<file path="config.mk">
export PLATFORM = sky130hd
export DESIGN_NAME = xonxoff_flow_ctrl
export DESIGN_NICKNAME = d
export VERILOG_FILES = /design/src/rtl/xonxoff_flow_pkg.sv /design/src/rtl/xonxoff_watermark.sv /design/src/rtl/xonxoff_rx_filter.sv /design/src/rtl/xonxoff_tx_arbiter.sv /design/src/rtl/xonxoff_flow_ctrl.sv
export SDC_FILE = /design/constraint.sdc
export NUM_CORES = 1
export LEC_CHECK = 0
export ABC_AREA = 1
export ABC_CLOCK_PERIOD_IN_PS = 1620
export BUFFER_PORTS_ARGS = -buffer_cell sky130_fd_sc_hd__buf_2
export CORE_MARGIN = 5
export CORE_UTILIZATION = 40
export DETAILED_ROUTE_END_ITERATION = 7
export GPL_ROUTABILITY_DRIVEN = 1
export PLACE_DENSITY = 0.86
export REMOVE_ABC_BUFFERS = 1
export SLEW_MARGIN = 30
export SYNTH_ARGS = -nofsm -noshare
export SYNTH_HDL_FRONTEND = slang
export SYNTH_HIERARCHICAL = 1
export SYNTH_SLANG_ARGS = --single-unit
</file>
<file path="constraint.sdc">
create_clock -name clk -period 1.62 [get_ports clk]
set_clock_uncertainty 0.15 [all_clocks]
set_input_delay 0.081 -clock clk [delete_from_list [all_inputs] [get_ports clk]]
set_output_delay 0.081 -clock clk [all_outputs]
set_load 0.01 [all_outputs]
</file>
<file path="src/rtl/xonxoff_flow_pkg.sv">
package xonxoff_flow_pkg;
    typedef struct packed {
        logic stopped;
        logic pend_stop;
        logic pend_go;
        logic paused;
    } flow_state_t;
endpackage

</file>
<file path="src/rtl/xonxoff_watermark.sv">
module xonxoff_watermark #(
    parameter int LVL_W = 5
) (
    input  logic             stopped_q,
    input  logic [LVL_W-1:0] level,
    input  logic [LVL_W-1:0] stop_level,
    input  logic [LVL_W-1:0] go_level,
    output logic             stopped_d
);
    always_comb begin
        stopped_d = stopped_q;
        if (!stopped_q && (level >= stop_level)) begin
            stopped_d = 1'b1;
        end else if (stopped_q && (level <= go_level)) begin
            stopped_d = 1'b0;
        end
    end
endmodule

</file>
<file path="src/rtl/xonxoff_rx_filter.sv">
module xonxoff_rx_filter #(
    parameter int DATA_W = 8
) (
    input  logic              inband_en,
    input  logic [DATA_W-1:0] go_char,
    input  logic [DATA_W-1:0] stop_char,
    input  logic              rx_valid,
    input  logic [DATA_W-1:0] rx_char,
    output logic              seen_go,
    output logic              seen_stop,
    output logic              wr_en,
    output logic [DATA_W-1:0] wr_data
);
    always_comb begin
        seen_stop = inband_en && rx_valid && (rx_char == stop_char);
        seen_go   = inband_en && rx_valid && (rx_char == go_char) && !seen_stop;
        wr_en     = rx_valid && !(inband_en &&
                    ((rx_char == stop_char) || (rx_char == go_char)));
        wr_data   = rx_char;
    end
endmodule

</file>
<file path="src/rtl/xonxoff_tx_arbiter.sv">
module xonxoff_tx_arbiter #(
    parameter int DATA_W = 8
) (
    input  logic              ser_ready,
    input  logic              cts_block,
    input  logic              pend_stop,
    input  logic              pend_go,
    input  logic              paused,
    input  logic              txf_empty,
    input  logic [DATA_W-1:0] txf_data,
    input  logic [DATA_W-1:0] go_char,
    input  logic [DATA_W-1:0] stop_char,
    output logic              load,
    output logic [DATA_W-1:0] data,
    output logic              pop,
    output logic              sent_stop,
    output logic              sent_go
);
    logic slot;

    always_comb begin
        slot      = ser_ready && !cts_block;
        sent_stop = 1'b0;
        sent_go   = 1'b0;
        pop       = 1'b0;
        data      = txf_data;
        if (slot && pend_stop) begin
            sent_stop = 1'b1;
            data      = stop_char;
        end else if (slot && pend_go) begin
            sent_go = 1'b1;
            data    = go_char;
        end else if (slot && !paused && !txf_empty) begin
            pop = 1'b1;
        end
        load = sent_stop || sent_go || pop;
    end
endmodule

</file>
<file path="src/rtl/xonxoff_flow_ctrl.sv">
module xonxoff_flow_ctrl #(
    parameter int DATA_W     = 8,
    parameter int FIFO_DEPTH = 16
) (
    input  logic                              clk,
    input  logic                              rst_n,
    input  logic                              cfg_inband_en,
    input  logic                              cfg_hw_en,
    input  logic [DATA_W-1:0]                 cfg_go_char,
    input  logic [DATA_W-1:0]                 cfg_stop_char,
    input  logic [$clog2(FIFO_DEPTH+1)-1:0]   cfg_stop_level,
    input  logic [$clog2(FIFO_DEPTH+1)-1:0]   cfg_go_level,
    input  logic [$clog2(FIFO_DEPTH+1)-1:0]   rxf_level,
    input  logic                              rx_char_valid,
    input  logic [DATA_W-1:0]                 rx_char,
    output logic                              rxf_wr_en,
    output logic [DATA_W-1:0]                 rxf_wr_data,
    input  logic                              txf_empty,
    input  logic [DATA_W-1:0]                 txf_data,
    output logic                              txf_pop,
    input  logic                              ser_ready,
    output logic                              ser_load,
    output logic [DATA_W-1:0]                 ser_data,
    input  logic                              cts_n,
    output logic                              rts_n
);
    import xonxoff_flow_pkg::*;

    localparam int LVL_W = $clog2(FIFO_DEPTH + 1);

    flow_state_t st_q, st_d;
    logic        stopped_nx;
    logic        seen_go, seen_stop;
    logic        sent_go, sent_stop;

    xonxoff_watermark #(.LVL_W(LVL_W)) wm_i (
        .stopped_q  (st_q.stopped),
        .level      (rxf_level),
        .stop_level (cfg_stop_level),
        .go_level   (cfg_go_level),
        .stopped_d  (stopped_nx)
    );

    xonxoff_rx_filter #(.DATA_W(DATA_W)) rxf_i (
        .inband_en (cfg_inband_en),
        .go_char   (cfg_go_char),
        .stop_char (cfg_stop_char),
        .rx_valid  (rx_char_valid),
        .rx_char   (rx_char),
        .seen_go   (seen_go),
        .seen_stop (seen_stop),
        .wr_en     (rxf_wr_en),
        .wr_data   (rxf_wr_data)
    );

    xonxoff_tx_arbiter #(.DATA_W(DATA_W)) txa_i (
        .ser_ready (ser_ready),
        .cts_block (cfg_hw_en && cts_n),
        .pend_stop (st_q.pend_stop),
        .pend_go   (st_q.pend_go),
        .paused    (st_q.paused),
        .txf_empty (txf_empty),
        .txf_data  (txf_data),
        .go_char   (cfg_go_char),
        .stop_char (cfg_stop_char),
        .load      (ser_load),
        .data      (ser_data),
        .pop       (txf_pop),
        .sent_stop (sent_stop),
        .sent_go   (sent_go)
    );

    always_comb begin
        st_d         = st_q;
        st_d.stopped = stopped_nx;
        if (!cfg_inband_en) begin
            st_d.pend_stop = 1'b0;
            st_d.pend_go   = 1'b0;
            st_d.paused    = 1'b0;
        end else begin
            if (stopped_nx && !st_q.stopped) begin
                st_d.pend_stop = 1'b1;
                st_d.pend_go   = 1'b0;
            end else if (!stopped_nx && st_q.stopped) begin
                st_d.pend_go   = 1'b1;
                st_d.pend_stop = 1'b0;
            end else begin
                if (sent_stop) st_d.pend_stop = 1'b0;
                if (sent_go)   st_d.pend_go   = 1'b0;
            end
            if (seen_stop)    st_d.paused = 1'b1;
            else if (seen_go) st_d.paused = 1'b0;
        end
    end

    always_ff @(posedge clk or negedge rst_n) begin
        if (!rst_n) st_q <= '0;
        else        st_q <= st_d;
    end

    assign rts_n = cfg_hw_en && st_q.stopped;
endmodule

</file>
# [Word-level counts from Yosys, hierarchy flattened]
# Cells that the tools add are included.
[word_totals] elab_cells=55 reg_bits=4 out_inout_bits=20
[op_classes] reduce_logical=27 mux=17 n_eq_ne=5 magnitude_cmp=2
[ops] operator="$logic_and A1 B1 Y1" count=17
[ops] operator="$eq A8 B8 Y1" count=2
[ops] operator="$mux W8" count=2
[ops] operator="$mux W1" count=12
[ops] operator="$ne A4 B1 Y1 const B" count=2
[ops] operator="$logic_not A1 Y1" count=7
[ops] operator="$ge A5 B5 Y1" count=1
[ops] operator="$le A5 B5 Y1" count=1
[ops] operator="$mux W2" count=2
[ops] operator="$logic_or A1 B1 Y1" count=3
[ops] operator="$mux W3" count=1
[ops] operator="$ne A3 B1 Y1 const B" count=1

# [Logic depth before layout (Yosys ltp)]
[logic_depth] depth_word=10 depth_mapped=16

# [Hierarchy]
# Netlist, hierarchy kept.
[modules_own_cells] module="xonxoff_tx_arbiter" seq_area_each_um2=0.0 n_inst=1 area_per_inst_um2=349.1 cells_each=48
[modules_own_cells] module="xonxoff_rx_filter" seq_area_each_um2=0.0 n_inst=1 area_per_inst_um2=339.1 cells_each=64
[modules_own_cells] module="xonxoff_watermark" seq_area_each_um2=0.0 n_inst=1 area_per_inst_um2=276.5 cells_each=48
[modules_own_cells] module="xonxoff_flow_ctrl" seq_area_each_um2=100.1 n_inst=1 area_per_inst_um2=226.5 cells_each=30

# [Worst setup path before layout]
# No wires, ideal clock.
[synth_path] kind="in2reg" startpoint="input port rxf_level[0]" endpoint="register st_q[2] (netlist bit)" stages=14 t_arrival_ns=1.241 path_slack_ns=0.112 path_cell_list="inv_1 > ha_1 > inv_1 > nand2_1 > nand2_1 > nand2_1 > nand2_1 > nand2_1 > nand2_1 > nand2_1 > ha_1 > nand3_1 > nand2_1 > nand2_1"
[synth_lines] item="from (decl)" line="xonxoff_flow_ctrl.sv:13" source="input logic [$clog2(FIFO_DEPTH+1)-1:0] rxf_level,"
[synth_lines] item="to (signal assigned)" line="xonxoff_flow_ctrl.sv:98" source="else st_q <= st_d;"
[synth_lines] item="to (decl)" line="xonxoff_flow_ctrl.sv:31" source="flow_state_t st_q, st_d;"

# [Final worst setup path]
[layout_path] startpoint="register st_q[2] (netlist bit)" endpoint="output port ser_data[7]"
[layout_via] elab_chain_cells=2
[layout_lines] item="$logic_and A1 B1 Y1" line="xonxoff_tx_arbiter.sv:27" source="if (slot && pend_stop) begin"
[layout_lines] item="$mux W8" line="xonxoff_tx_arbiter.sv:27"
[layout_lines] item="to (decl)" line="xonxoff_flow_ctrl.sv:23" source="output logic [DATA_W-1:0] ser_data,"
# Every way passes these cells.

==> out/qor.csv <==
stage,metric,value,unit
placed_design,global placement routability congestion,0.755,
worst_setup_path,CP max stage delay,0.39,ns
global_routing,largest net degree at the start of global routing,12,
synthesis,top_reg_cell synth,dfrtp_1,
cells_and_area,fill cell count,273,
worst_setup_path,CP dominant cell by count,nand3_2,
clocking,CTS tree,yes,
routing,vias per cell,4.65,
placed_design,placed cell area,1530,um2
power_and_ir_drop,Comb pwr share,68.4,%
synthesis,top post-synthesis cells by area,"nand2_1, nand3_2, ha_1",
die,row cnt,19,
power_and_ir_drop,Sw Share,45.9,%
clocking,clock sink total,4,
worst_setup_path,cell class contributing the biggest share of worst-path delay,flip-flops,
clocking,clk slew on worst S/H paths,0.04,ns
clocking,CTS Buffer Depth,2,
global_routing,initial antenna violation count,0,
synthesis,post-synthesis cell type count,20,
die,top-level I/O count,75,
timing,hold_ws,0.0352,ns
timing,final hold violation count,0,
worst_setup_path,Worst EP arrival,1.29,ns
cells_and_area,final net count,329,
timing,Max Clk Rate,657,MHz
synthesis,Synth area leader,nand2_1,
routing,first drt pass iteration count,4,
worst_setup_path,CP required,1.39,ns
synthesis,"flops & latches, synth",4,
timing,RSZ-0062 raised after global routing,false,
die,Total Die Area,4170,um2
die,Die Ht,64.6,um
synthesis,"top cells by count, synth","nand2_1, inv_1, nand3_2",
worst_setup_path,crit path launch type,flip-flop,
synthesis,post-synthesis sequential area ratio,8.40,%
global_routing,vias in the first global route,1274,
cells_and_area,fin area,1560,um2
clocking,clk_lat worst skew,0.23,ns
routing,ANT nets after route,0,
global_routing,first-pass GRT wire length,4.93,mm
worst_setup_path,CP Class,flip-flop to primary output,
cells_and_area,P&R area growth vs syn,31.1,%
routing,Post-route DRC,0,
timing,Worst-Margin Slew,0.333,ns
die,Initial Util,42.5,%
timing,fin crit share,93.9,%
die,CORE AREA,2810,um2
global_routing,Tot GR Track Use,14.2,%
power_and_ir_drop,peak supply drop,263,uV
die,chip width,64.6,um
synthesis,YS warnings,6,
power_and_ir_drop,sequential power share,17.2,%
synthesis,"EDFF count, synth",0,
worst_hold_path,Hold Path Class,input pin to asynchronous set/reset pin,
power_and_ir_drop,LEAKAGE,0.997,nW
run_status,status,"complete, no violations",
worst_setup_path,CP max stage cell,dfrtp_1,
clocking,PostCTS Resize Cnt,0,
clocking,TritonCTS buffer count,3,
synthesis,post-synthesis async set-or-reset flop share,100,%
worst_setup_path,Setup crit end kind,primary output,
routing,final wirelength,3.14,mm
synthesis,synthesized instance count,190,
timing,max-slew violation count,0,
power_and_ir_drop,Clk pwr share,14.4,%
synthesis,"count leader, synth",nand2_1,
power_and_ir_drop,pwr/cell area,532,nW/um2
global_routing,total congestion overflow,0,
clocking,H-tree depth,1,
routing,WL/cell,10.8,um
cells_and_area,Largest Register,st_q,
flow_run,Max Cap Violations,0,
routing,vias,1352,
clocking,CTS Root Cell,clkbuf_4,
timing,minimum clock period,1.52,ns
synthesis,top cell type's share of synthesized area,19.2,%
routing,Initial DRC Count,97,
power_and_ir_drop,Power Internal,0.000450,W
cells_and_area,n_diodes,0,
worst_setup_path,CP Max Fanout,7,
placed_design,I/O Buffers,74,
cells_and_area,max FFs per register,4,
cells_and_area,Top Registers,st_q: 4 flops,
placed_design,post-DP HPWL,2.74,mm
timing,Slew HR,77.8,%
worst_setup_path,Buffers & Inverters on Critical Path,2,
power_and_ir_drop,sw power,0.000381,W
cells_and_area,layout cells sized above 1,41.2,%
timing,endpoints failing setup,0,
synthesis,Synth Cell Area,1190,um2
worst_setup_path,critical path cell sequence,nand3_2 > buf_4 > nand3_2 > nand3_2 > buf_2,
synthesis,syn_area_per_cell,6.27,um2
==> routing by layer <==
| metal | global-route usage (%) | wire [um] | vias up |
|---|---|---|---|
| met5 | 0 | 0 | - |
| met4 | 3.69 | 14 | 0 |
| met3 | 3.28 | 315 | 2 |
| met2 | 27.7 | 1570 | 59 |
| met1 | 15.1 | 1240 | 571 |
| li1 | - | - | 720 |
==> final timing paths <==
| check | from | to | slack, ns | depth (start not counted) |
|---|---|---|---|---|
| max in group asynchronous | rst_n | st_q[3] | 1.17 | 2 |
| min in group clk | cfg_inband_en | st_q[0] | 0.05 | 2 |
| min reg2reg | st_q[0] | st_q[0] | 0.39 | 2 |
| max reg2reg | st_q[3] | st_q[2] | 0.12 | 8 |
| min | rst_n | st_q[2] | 0.04 | 2 |
| max | st_q[2] | ser_data[7] | 0.1 | 5 |
==> power groups by stage <==
stage | Combinational [W] | Clock [W] | Sequential, W
2_1_floorplan | 0.000328 | 0 | 0.000148
3_3_place_gp | 0.000549 | 0 | 0.000145
3_5_place_dp | 0.000568 | 0 | 0.000145
4_1_cts | 0.000572 | 0.000125 | 0.000144
5_1_grt | 0.000639 | 0.000133 | 0.000146
6_report | 0.000569 | 0.000120 | 0.000143
==> worst reg2reg max path, cell delays in order (launching register included) <==
cell and delay (ns):
dfrtp_1 0.41, inv_1 0.11, a21oi_1 0.05, nand2_1 0.06
nand2_1 0.08, ha_1 0.34, nand3_1 0.09, nand2_1 0.06
nand2_1 0.04
==> timing repair <==
action                                 CTS  global route
setup buffers                            0             0
endpoints found under the hold margin    4             0
hold buffers                             1             0
==> final cells by class <==
type | instances | area, um2 | share of cell area (%)
multi-input combinational | 134 | 843 | 54.0
timing repair buffer | 78 | 403 | 25.8
inverter | 41 | 154 | 9.86
sequential | 4 | 100 | 6.41
tap | 31 | 38.8 | 2.48
clock buffer | 3 | 22.5 | 1.44
==> kinds of logic (layout without fill, tap and decap cells) <==
group / count (synthesis) / in the layout / synth area share, %
buf+inv: 52 / 122 / 20.8
simple gates: 105 / 105 / 47.1
xor+xnor: 11 / 11 / 8.09
compound gates: 6 / 6 / 3.05
fa+ha+maj: 12 / 12 / 12.6
flops: 4 / 4 / 8.40
==> per-stage QoR <==
step                      total power (W)  instances  worst slack, ns  TNS [ns]  utilization, %
after floorplan                  0.000476        179            0.111         0               -
after global placement           0.000694        287          -0.0602    -0.119            54.5
after detailed placement         0.000713        287           -0.115    -0.216            54.5
after CTS                        0.000841        291           0.0941         0            55.7
after global routing             0.000917        291          0.00663         0            55.7
final                            0.000831        291           0.0981         0            55.7
==> placed cells by master, fill, tap and decap left out, types with 2 or more instances in the layout <==
cell type,n
clkinv_1,2
nor2_1,7
a21oi_1,4
inv_1,36
ha_1,12
nand4_1,10
buf_2,74
clkbuf_4,3
xnor2_1,11
dfrtp_1,4
nand3_1,4
nor2_2,2
nand2_1,61
buf_4,3
inv_2,3
nand3_2,18
(Power assumes the default switching activity.)
